<file path="config.mk">
export PLATFORM = sky130hd
export DESIGN_NAME = txframe_builder
export DESIGN_NICKNAME = d
export VERILOG_FILES = /design/src/rtl/txfb_pkg.sv /design/src/rtl/txfb_len_check.sv /design/src/rtl/txfb_crc.sv /design/src/rtl/txfb_seq.sv /design/src/rtl/txframe_builder.sv
export SDC_FILE = /design/constraint.sdc
export NUM_CORES = 1
export LEC_CHECK = 0
export ABC_CLOCK_PERIOD_IN_PS = 3200
export BUFFER_PORTS_ARGS = -buffer_cell sky130_fd_sc_hd__buf_4
export CAP_MARGIN = 25
export CORE_UTILIZATION = 58
export CTS_CLUSTER_DIAMETER = 100
export DETAILED_ROUTE_END_ITERATION = 16
export GPL_ROUTABILITY_DRIVEN = 0
export GPL_TIMING_DRIVEN = 0
export PLACE_DENSITY_LB_ADDON = 0.12
export SLEW_MARGIN = 10
export SYNTH_ARGS = -nofsm -noshare
export SYNTH_HDL_FRONTEND = slang
export SYNTH_SLANG_ARGS = --single-unit
</file>
<file path="constraint.sdc">
create_clock -name clk -period 3.2 [get_ports clk]
set_clock_uncertainty 0.15 [all_clocks]
set_input_delay 0.32 -clock clk [delete_from_list [all_inputs] [get_ports clk]]
set_output_delay 0.32 -clock clk [all_outputs]
set_load 0.01 [all_outputs]
</file>
<file path="src/rtl/txfb_pkg.sv">
package txfb_pkg;
  localparam logic [7:0] PREAMBLE_BYTE = 8'h00;
  localparam logic [7:0] SFD_BYTE      = 8'hA7;
  localparam logic [15:0] CRC_POLY_REF = 16'h8408;  // reflected x^16+x^12+x^5+1

  typedef enum logic [2:0] {
    ST_IDLE, ST_PRE, ST_SFD, ST_LEN, ST_PAY, ST_FCS_LO, ST_FCS_HI
  } txfb_state_e;

  // One payload byte into the running check value, least significant bit first.
  function automatic logic [15:0] crc16_byte(input logic [15:0] crc_in, input logic [7:0] din);
    logic [15:0] c;
    logic        fb;
    c = crc_in;
    for (int i = 0; i < 8; i++) begin
      fb = c[0] ^ din[i];
      c  = c >> 1;
      if (fb) c = c ^ CRC_POLY_REF;
    end
    return c;
  endfunction
endpackage

</file>
<file path="src/rtl/txfb_len_check.sv">
module txfb_len_check #(
  parameter int MAX_LEN = 125,
  parameter int LEN_W   = 7
) (
  input  logic [LEN_W-1:0] len,
  output logic             len_ok
);
  always_comb len_ok = (len != '0) && (int'(len) <= MAX_LEN);
endmodule

</file>
<file path="src/rtl/txfb_crc.sv">
module txfb_crc (
  input  logic        clk,
  input  logic        rst_n,
  input  logic        clear,
  input  logic        en,
  input  logic [7:0]  din,
  output logic [15:0] crc
);
  import txfb_pkg::*;
  always_ff @(posedge clk or negedge rst_n) begin
    if (!rst_n)     crc <= '0;
    else if (clear) crc <= '0;
    else if (en)    crc <= crc16_byte(crc, din);
  end
endmodule

</file>
<file path="src/rtl/txfb_seq.sv">
module txfb_seq #(
  parameter int PRE_LEN = 4,
  parameter int LEN_W   = 7
) (
  input  logic                  clk,
  input  logic                  rst_n,
  input  logic                  start,
  input  logic                  len_ok,
  input  logic [LEN_W-1:0]      frame_len,
  input  logic                  pl_valid,
  input  logic [7:0]            pl_data,
  output logic                  pl_ready,
  output logic                  out_valid,
  output logic [7:0]            out_data,
  input  logic                  out_ready,
  input  logic [15:0]           crc,
  output logic                  crc_clear,
  output logic                  crc_en,
  output logic                  done,
  output logic                  start_err,
  output txfb_pkg::txfb_state_e state
);
  import txfb_pkg::*;

  logic [LEN_W-1:0] cnt, len_q;
  logic             xfer;

  assign xfer      = out_valid && out_ready;
  assign crc_clear = (state == ST_IDLE) && start && len_ok;
  assign crc_en    = (state == ST_PAY) && xfer;

  always_comb begin
    out_valid = 1'b1;
    pl_ready  = 1'b0;
    out_data  = PREAMBLE_BYTE;
    unique case (state)
      ST_IDLE:   out_valid = 1'b0;
      ST_PRE:    out_data  = PREAMBLE_BYTE;
      ST_SFD:    out_data  = SFD_BYTE;
      ST_LEN:    out_data  = 8'(len_q) + 8'd2;
      ST_PAY: begin
        out_valid = pl_valid;
        out_data  = pl_data;
        pl_ready  = out_ready;
      end
      ST_FCS_LO: out_data  = crc[7:0];
      ST_FCS_HI: out_data  = crc[15:8];
      default:   out_valid = 1'b0;
    endcase
  end

  always_ff @(posedge clk or negedge rst_n) begin
    if (!rst_n) begin
      state     <= ST_IDLE;
      cnt       <= '0;
      len_q     <= '0;
      done      <= 1'b0;
      start_err <= 1'b0;
    end else begin
      done      <= 1'b0;
      start_err <= 1'b0;
      unique case (state)
        ST_IDLE: if (start) begin
          if (len_ok) begin
            state <= ST_PRE;
            cnt   <= '0;
            len_q <= frame_len;
          end else begin
            start_err <= 1'b1;
          end
        end
        ST_PRE: if (xfer) begin
          cnt <= cnt + 1'b1;
          if (cnt == LEN_W'(PRE_LEN - 1)) state <= ST_SFD;
        end
        ST_SFD: if (xfer) state <= ST_LEN;
        ST_LEN: if (xfer) begin
          state <= ST_PAY;
          cnt   <= '0;
        end
        ST_PAY: if (xfer) begin
          cnt <= cnt + 1'b1;
          if (cnt == len_q - 1'b1) state <= ST_FCS_LO;
        end
        ST_FCS_LO: if (xfer) state <= ST_FCS_HI;
        ST_FCS_HI: if (xfer) begin
          state <= ST_IDLE;
          done  <= 1'b1;
        end
        default: state <= ST_IDLE;
      endcase
    end
  end
endmodule

</file>
<file path="src/rtl/txframe_builder.sv">
module txframe_builder #(
  parameter int MAX_LEN = 125,
  parameter int PRE_LEN = 4,
  parameter int LEN_W   = $clog2(MAX_LEN + 1)
) (
  input  logic             clk,
  input  logic             rst_n,
  input  logic             start,
  input  logic [LEN_W-1:0] frame_len,
  output logic             start_err,
  output logic             busy,
  input  logic             pl_valid,
  input  logic [7:0]       pl_data,
  output logic             pl_ready,
  output logic             out_valid,
  output logic [7:0]       out_data,
  input  logic             out_ready,
  output logic             done
);
  import txfb_pkg::*;

  logic        len_ok, crc_clear, crc_en;
  logic [15:0] crc;
  txfb_state_e state;

  // Named events for the checker
  logic pay_phase, frame_end;
  assign pay_phase = (state == ST_PAY);
  assign frame_end = (state == ST_FCS_HI) && out_valid && out_ready;
  assign busy      = (state != ST_IDLE);

  txfb_len_check #(.MAX_LEN(MAX_LEN), .LEN_W(LEN_W)) u_len (
    .len(frame_len), .len_ok(len_ok)
  );

  txfb_crc u_crc (
    .clk(clk), .rst_n(rst_n), .clear(crc_clear), .en(crc_en),
    .din(pl_data), .crc(crc)
  );

  txfb_seq #(.PRE_LEN(PRE_LEN), .LEN_W(LEN_W)) u_seq (
    .clk(clk), .rst_n(rst_n), .start(start), .len_ok(len_ok),
    .frame_len(frame_len), .pl_valid(pl_valid), .pl_data(pl_data),
    .pl_ready(pl_ready), .out_valid(out_valid), .out_data(out_data),
    .out_ready(out_ready), .crc(crc), .crc_clear(crc_clear),
    .crc_en(crc_en), .done(done), .start_err(start_err), .state(state)
  );
endmodule

</file>
==> impl_metrics.json, run 1 <==
{
  "yosysSeqAreaShare_pct": 36.7,
  "hp-class": "in -> reg",
  "clkSinkCount": 35,
  "synth_area_leaders": "dfrtp_1 37%, xnor2_1 11%, o22ai_1 4.7%",
  "num-nets-final": 339,
  "fill_cells": 309,
  "clkSlewWorstSetupHoldPaths_ns": 0.07,
  "die_area_um2": 4380,
  "peakVddDrop_mv": 0.584,
  "syn_nets": 299,
  "min_period_ns": 2.89,
  "tightest_slew_ns": 0.679,
  "ys_types": 47,
  "cts_setup_buffers": 0,
  "use_met2_pct": 43.5,
  "routed_wl_um": 5890,
  "place_inst": 355,
  "critPathMaxFanout": 10,
  "power.share.clock_pct": 12.4,
  "postCtsResizedCells": 0,
  "grt_usage_pct": 29.2,
  "final_core_util_pct": 73.6,
  "drt_iter0_markers": 191,
  "intPower_w": 0.00158,
  "die_h_um": 66.2,
  "netlist_area_um2": 2390,
  "critical_path_class": "reg -> out",
  "antenna_found_initial": 0,
  "clock.fmax_mhz": 346,
  "yosys.area.top_type": "dfrtp_1",
  "slew_violations": 0,
  "end_kind": "output pin",
  "cts_tree": "built",
  "pre_cts_slack_ns": 0.606,
  "port_buffers": 32,
  "seq_area_um2": 876,
  "pwr-share-comb_pct": 61.4,
  "area_growth_pct": 17.2,
  "run_status": "complete, no violations",
  "arrival_ns": 2.42,
  "cts.htree.levels": 2,
  "grt_overflow": 0,
  "cts-hold-fix-buffers": 1,
  "synth-async-reset-ratio_pct": 100,
  "multiInputGateArea_um2": 1390,
  "rows": 22,
  "p_per_area_nw_per_um2": 1020,
  "start_util_pct": 62.8,
  "synth_cells": 275,
  "synth_seq_cells": 35,
  "use_met3_pct": 6.72,
  "met1_usage_pct": 42.1,
  "die_x_um": 66.2,
  "via_count": 2185,
  "finalSetupTns_ns": 0,
  "rsz0062_at_grt": "false",
  "drcViolationCount": 0,
  "first_pass_iters": 5,
  "swShare_pct": 44.8,
  "hold_viol_final": 0,
  "maxCapViolCount": 0,
  "cts_root_buffer": "clkbuf_8",
  "grt_max_degree": 36,
  "synth_top_area_share_pct": 36.7,
  "cts_made_buffers": 5,
  "switching_power_w": 0.00128,
  "power_leakage_nw": 1.19,
  "yosys_warnings": 0,
  "core_area_um2": 3800,
  "p_seq_share_pct": 26.2,
  "finalCritPeriodShare_pct": 90.3,
  "grt_first_pass_wirelength_um": 9320,
  "synthFlopType": "dfrtp_1",
  "setup_viol": 0,
  "ant_nets": 0,
  "avgRoutedWirePerCell_um": 16.2,
  "grt.busiest_layer": "met2",
  "diodes": 0,
  "layout_commonest_cell": "dfrtp_1",
  "crit_path_start_kind": "flip-flop",
  "clk_latency_ns": 0.29,
  "layout-drive-gt1-share_pct": 14.2,
  "worst_hold_slack_ns": 0.107,
  "slew_headroom_pct": 54.6,
  "layout_common_cells": "35 x dfrtp_1, 32 x buf_4, 29 x xnor2_1",
  "drt-vias-per-instance": 6.00,
  "dp_hpwl_um": 4310,
  "critPathRequiredTime_ns": 2.73,
  "syn_area_per_cell_um2": 8.68,
  "synth-edff-count": 0,
  "grt_pass1_vias": 1918,
  "cts_buffer_depth": 2,
  "io_pins": 33,
  "final_cell_count_no_fill": 364,
  "setup_ws_ns": 0.312
}
==> worst max-delay path, stage by stage, from the launching register on <==
cell and delay, ns:
dfrtp_1 0.33, clkbuf_1 0.28, clkbuf_1 0.56, clkbuf_1 0.49
mux2i_1 0.24, o2bb2ai_1 0.08, buf_4 0.15
==> power groups by stage <==
stage / logic, W / clock network (W) / registers (W)
final: 0.00176 / 0.000354 / 0.000750
after global placement: 0.00169 / 0 / 0.000747
after global routing: 0.00192 / 0.000378 / 0.000764
after floorplan: 0.00130 / 0 / 0.000718
after CTS: 0.00174 / 0.000359 / 0.000747
after detailed placement: 0.00173 / 0 / 0.000754
==> metal layers <==
metal	wire length, um	up-vias
li1	-	1058
met1	2770	1031
met2	2630	83
met3	409	13
met4	85	0
met5	0	-
==> state kept, by name (all words and copies together), names as in the netlist <==
signal           flops
u_crc.crc           16
u_seq.cnt            7
u_seq.len_q          7
u_seq.state          3
u_seq.done           1
u_seq.start_err      1
==> synth_stat cells (2+ instances only) <==
master	instances
dfrtp_1	35
xnor2_1	29
nand2_1	28
o22ai_1	18
clkbuf_1	16
nor2_1	16
inv_1	12
o21ai_1	12
a21oi_1	10
o21ai_0	10
nand3_1	7
xor2_1	7
mux2i_1	6
nor2b_1	6
nand2b_1	5
nor3_1	5
ha_1	4
mux2_1	4
o31ai_1	4
a22oi_1	3
a31oi_1	3
and3_1	3
a21o_1	2
a311o_1	2
and2_1	2
nor3b_1	2
o2bb2ai_1	2
or3_1	2
or4_1	2
==> cell type report <==
type	count	share of cell area, %
plain buffers	18	2.73
clock buffers	8	3.58
inverters	12	1.61
multi-input cells	210	49.7
flip-flops and latches	35	31.3
well taps	48	2.15
repair buffers	33	8.94
==> cell families after synthesis <==
kind of cell	synth area share (%)
adders and majority gates	2.10
muxes	4.40
buffers and inverters	5.08
xor gates and xnor gates	13.2
and+or+nand+nor	18.1
AOI/OAI and AO/OA	20.4
DFF	36.7
==> worst paths after layout <==
check | from | endpoint | slack [ns] | cells past startpoint
max in group asynchronous | rst_n | u_seq.len_q[1] | 2.21 | 2
worst min-delay path | frame_len[0] | u_seq.len_q[0] | 0.11 | 3
worst max register to register | u_seq.len_q[0] | u_seq.state[0] | 0.63 | 7
worst min register to register | u_crc.crc[12] | u_crc.crc[12] | 0.40 | 2
worst max-delay path | u_seq.state[0] | out_data[0] | 0.31 | 6
min in group asynchronous | rst_n | u_seq.state[2] | 0.37 | 2
==> per-stage QoR <==
stage | area [um2] | total power [W]
after floorplan | 2390 | 0.00202
after global placement | 2690 | 0.00244
after detailed placement | 2690 | 0.00248
after CTS | 2800 | 0.00284
after global routing | 2800 | 0.00306
final | 2800 | 0.00286
Note: power is estimated with default switching activity, not from simulation.
==> run 2: changes to the inputs <==
Settings changed: CORE_UTILIZATION 58 to 60, CTS_BUF_LIST set to sky130_fd_sc_hd__clkbuf_8.
==> impl_metrics.json, run 2 (synthesis gave the netlist of run 1 again) <==
{
  "power_leakage_nw": 1.18,
  "final_cell_count_no_fill": 364,
  "via_count": 2243,
  "grt_pass1_vias": 2059,
  "run_status": "complete, no violations",
  "finalCritPeriodShare_pct": 90.2,
  "maxCapViolCount": 0,
  "first_pass_iters": 6,
  "clock.fmax_mhz": 346,
  "rsz0062_at_grt": "false",
  "clk_latency_ns": 0.29,
  "postCtsResizedCells": 0,
  "p_per_area_nw_per_um2": 1020,
  "hold_viol_final": 0,
  "layout_common_cells": "35 x dfrtp_1, 32 x buf_4, 29 x xnor2_1",
  "avgRoutedWirePerCell_um": 16.4,
  "path_cells": "clkbuf_1, clkbuf_1, clkbuf_1, mux2i_1, o2bb2ai_1, buf_4",
  "slew_headroom_pct": 53.8,
  "power.share.clock_pct": 11.1,
  "drcViolationCount": 0,
  "cts.htree.levels": 2,
  "start_util_pct": 63.8,
  "swShare_pct": 45.8,
  "layout_commonest_cell": "dfrtp_1",
  "min_period_ns": 2.89,
  "drt_iter0_markers": 235,
  "die_h_um": 65.1,
  "reg.largest.list": "u_crc.crc (16), u_seq.cnt (7), u_seq.len_q (7)",
  "clkSinkCount": 35,
  "port_buffers": 32,
  "ant_nets": 0,
  "end_kind": "output pin",
  "pwr-share-comb_pct": 62.3,
  "crit_path_top_delay_cell": "clkbuf_1",
  "regMostFlops": "u_crc.crc",
  "rows": 22,
  "area_growth_pct": 16.6,
  "critical_path_class": "reg -> out",
  "dp_hpwl_um": 4320,
  "finalSetupTns_ns": 0,
  "grt_overflow": 0,
  "drt-vias-per-instance": 6.16,
  "io_pins": 33,
  "crit_path_start_kind": "flip-flop",
  "cts_root_buffer": "clkbuf_8",
  "switching_power_w": 0.00129,
  "final_core_util_pct": 74.3,
  "die_x_um": 65.1,
  "arrival_ns": 2.42,
  "diodes": 0,
  "critPathMaxFanout": 10,
  "hp-class": "in -> reg",
  "cts_made_buffers": 5,
  "layout-drive-gt1-share_pct": 14.2,
  "setup_ws_ns": 0.314,
  "slew_violations": 0,
  "grt_first_pass_wirelength_um": 9980,
  "grt_usage_pct": 31.9,
  "cts_tree": "built",
  "clkSlewWorstSetupHoldPaths_ns": 0.07,
  "place_inst": 355,
  "intPower_w": 0.00153,
  "cts_setup_buffers": 0,
  "core_area_um2": 3740,
  "pre_cts_slack_ns": 0.637,
  "die_area_um2": 4230,
  "cts_buffer_depth": 2,
  "timing.critical_path.mode_cell": "clkbuf_1",
  "critPathRequiredTime_ns": 2.73,
  "fill_cells": 304,
  "antenna_found_initial": 0,
  "grt_max_degree": 36,
  "routed_wl_um": 5970,
  "p_seq_share_pct": 26.6,
  "setup_viol": 0,
  "cp_slowest_stage_delay_ns": 0.56,
  "largest_reg_flops": 16,
  "tightest_slew_ns": 0.691,
  "peakVddDrop_mv": 0.510,
  "num-nets-final": 339
}
## run 2: cell types whose count changed in the layout (fill, tap and decap cells not counted), sizes merged
| cell | delta |
|---|---|
| clkbuf | -3 |
| clkinv | +1 |
| clkinvlp | +1 |
| inv | +1 |
## run 2: worst paths after layout
| check | to | cells after the start | startpoint | slack [ns] |
|---|---|---|---|---|
| worst max-delay path | out_data[0] | 6 | u_seq.state[0] | 0.31 |
| worst min-delay path | u_seq.len_q[0] | 3 | frame_len[0] | 0.1 |
| worst max register to register | u_seq.state[0] | 7 | u_seq.len_q[1] | 0.61 |
| worst min register to register | u_crc.crc[10] | 2 | u_crc.crc[10] | 0.39 |
| max in group asynchronous | u_seq.done | 2 | rst_n | 2.20 |
| min in group asynchronous | u_seq.state[1] | 2 | rst_n | 0.36 |
## run 2: repair_timing
item,in CTS,in global routing
hold buffers,1,0
endpoints found under the setup margin,0,0
endpoints found under the hold margin,35,0
## run 2: cell type report
class	count	area, um2	share of cell area [%]
inverter	12	45.0	1.62
sequential	35	876	31.5
multi-input combinational	210	1390	50.0
tap	48	60.1	2.16
timing repair buffer	33	250	8.99
clock buffer	5	68.8	2.47
buffer	18	76.3	2.74
clock inverter	3	16.3	0.585
## run 2: per-layer routing
metal	vias to the layer above	global-route usage (%)	routed length (um)
met5	-	0	0
met4	0	12.2	114
met3	15	5.99	527
met2	118	47.0	2630
met1	1049	46.0	2700
li1	1061	-	-
## run 2: power by group through the flow
stage	sequential (W)	combinational [W]	clock, W
after global placement	0.000748	0.00169	0
final	0.000752	0.00176	0.000314
after floorplan	0.000718	0.00130	0
after global routing	0.000770	0.00193	0.000335
after CTS	0.000749	0.00174	0.000318
after detailed placement	0.000757	0.00173	0
## run 2: worst max-delay path: cells and delay by family, from the launching register on
kind,cells,cell delay [ns]
buffers and inverters,4,1.48
DFF,1,0.32
muxes,1,0.24
AOI/OAI and AO/OA,1,0.08
## run 2: per-stage QoR
step,area [um2],hold slack [ns],power [W]
after floorplan,2390,-0.126,0.00202
after global placement,2690,0.150,0.00244
after detailed placement,2690,0.153,0.00249
after CTS,2780,0.0933,0.00281
after global routing,2780,0.106,0.00303
final,2780,0.0986,0.00283
==> run 3: changes to the inputs <==
Settings changed: HOLD_SLACK_MARGIN set to 0.1.
==> impl_metrics.json, run 3 (synthesis gave the netlist of run 1 again) <==
{
  "slew_violations": 0,
  "critPathMaxFanout": 10,
  "clkSlewWorstSetupHoldPaths_ns": 0.07,
  "reg2regPathDepth": 7,
  "io_pins": 33,
  "hold_viol_final": 0,
  "cts_made_buffers": 5,
  "path_cells": "clkbuf_1, clkbuf_1, clkbuf_1, mux2i_1, o2bb2ai_1, buf_4",
  "tightest_slew_ns": 0.698,
  "drt-vias-per-instance": 6.06,
  "hp-class": "in -> reg",
  "grt_usage_pct": 32.0,
  "setup_viol": 0,
  "cts_root_buffer": "clkbuf_8",
  "run_status": "complete, no violations",
  "endpoint": "out_data[0]",
  "grt_overflow": 0,
  "worstReg2RegEnd": "u_seq.state[0]",
  "dp_hpwl_um": 4320,
  "area_growth_pct": 17.4,
  "slew_headroom_pct": 53.3,
  "diodes": 0,
  "end_kind": "output pin",
  "cts.htree.levels": 2,
  "regMostFlops": "u_crc.crc",
  "cp_slowest_stage_delay_ns": 0.57,
  "min_period_ns": 2.88,
  "avgRoutedWirePerCell_um": 16.4,
  "cts_buffer_depth": 2,
  "grt_max_degree": 36,
  "start_util_pct": 63.8,
  "maxCapViolCount": 0,
  "crit_path_top_delay_cell": "clkbuf_1",
  "r2r_start": "u_seq.len_q[0]",
  "finalSetupTns_ns": 0,
  "power_leakage_nw": 1.19,
  "clock.fmax_mhz": 347,
  "peakVddDrop_mv": 0.509,
  "layout-drive-gt1-share_pct": 14.2,
  "port_buffers": 32,
  "ant_nets": 0,
  "pre_cts_slack_ns": 0.637,
  "rows": 22,
  "drcViolationCount": 0,
  "core_area_um2": 3740,
  "rsz0062_at_grt": "false",
  "via_count": 2219,
  "finalCritPeriodShare_pct": 90.1,
  "timing.critical_path.mode_cell": "clkbuf_1",
  "critical_path_class": "reg -> out",
  "critPathRequiredTime_ns": 2.73,
  "first_pass_iters": 8,
  "largest_reg_flops": 16,
  "arrival_ns": 2.41,
  "cts_setup_buffers": 0,
  "p_per_area_nw_per_um2": 1010,
  "layout_common_cells": "35 x dfrtp_1, 32 x buf_4, 29 x xnor2_1",
  "die_area_um2": 4230,
  "clkSinkCount": 35,
  "routed_wl_um": 6010,
  "antenna_found_initial": 0,
  "die_x_um": 65.1,
  "drt_iter0_markers": 291,
  "reg2reg_setup_slack_ns": 0.62,
  "crit_path_start_kind": "flip-flop",
  "grt_first_pass_wirelength_um": 10000,
  "grt_pass1_vias": 2082,
  "reg.largest.list": "u_crc.crc (16), u_seq.cnt (7), u_seq.len_q (7)",
  "layout_commonest_cell": "dfrtp_1",
  "clk_latency_ns": 0.29,
  "setup_ws_ns": 0.316,
  "die_h_um": 65.1,
  "cp-startpoint": "u_seq.state[0]",
  "cts_tree": "built",
  "num-nets-final": 341
}
run 3: cell count changes in the layout (fill, tap and decap cells not counted):
cell           change
dlygate4sd3_1      +2
run 3: area by class of cell:
class,instances,area (um2)
repair buffers,35,270
inverters,12,45.0
flip-flops and latches,35,876
well taps,48,60.1
multi-input cells,210,1390
fillers,297,941
plain buffers,18,76.3
clock inverters,3,16.3
clock buffers,5,68.8
run 3: stage by stage:
step	cell area, um2	power, W	hold WS (ns)	std cells	utilization (%)
floorplan	2390	0.00202	-0.126	275	-
global placement	2690	0.00244	0.150	355	71.8
detailed placement	2690	0.00249	0.153	355	71.8
CTS	2800	0.00281	0.102	366	74.9
global route	2800	0.00303	0.111	366	74.9
finish	2800	0.00283	0.110	366	74.9
run 3: how the worst min path moves through the flow:
stage / startpoint / end / slack, ns / cells after the start
finish: frame_len[3] / u_seq.len_q[3] / 0.11 / 2
global route: frame_len[3] / u_seq.len_q[3] / 0.11 / 2
CTS: frame_len[3] / u_seq.len_q[3] / 0.10 / 2
detailed placement: rst_n / u_seq.start_err / 0.15 / 1
global placement: rst_n / u_seq.cnt[2] / 0.15 / 1
floorplan: rst_n / u_crc.crc[0] / -0.13 / 0
run 3: critical path: cells and delay by family (launching register included):
kind	cells	cell delay (ns)
buffers and inverters	4	1.49
AO/OA/AOI/OAI	1	0.08
flip-flops	1	0.32
multiplexers	1	0.24
run 3: repair_timing:
item | in CTS | in global routing
hold endpoints to repair | 37 | 0
hold buffers | 3 | 0
endpoints found under the setup margin | 0 | 0
gates resized for setup | 0 | 0
run 3: where the power goes:
group,switching [W],leakage (nW),internal (W)
Sequential,0.000147,0.466,0.000606
Clock,0.000164,0.0453,0.000149
Combinational,0.000985,0.679,0.000779
Total,0.00130,1.19,0.00153
run 3: metal layers:
metal	up-vias	track usage (%)	part of all wire (%)
met5	-	0	0
met4	0	12.8	2.0
met3	14	6.87	8.6
met2	102	47.3	44
met1	1040	45.6	45
li1	1063	-	-
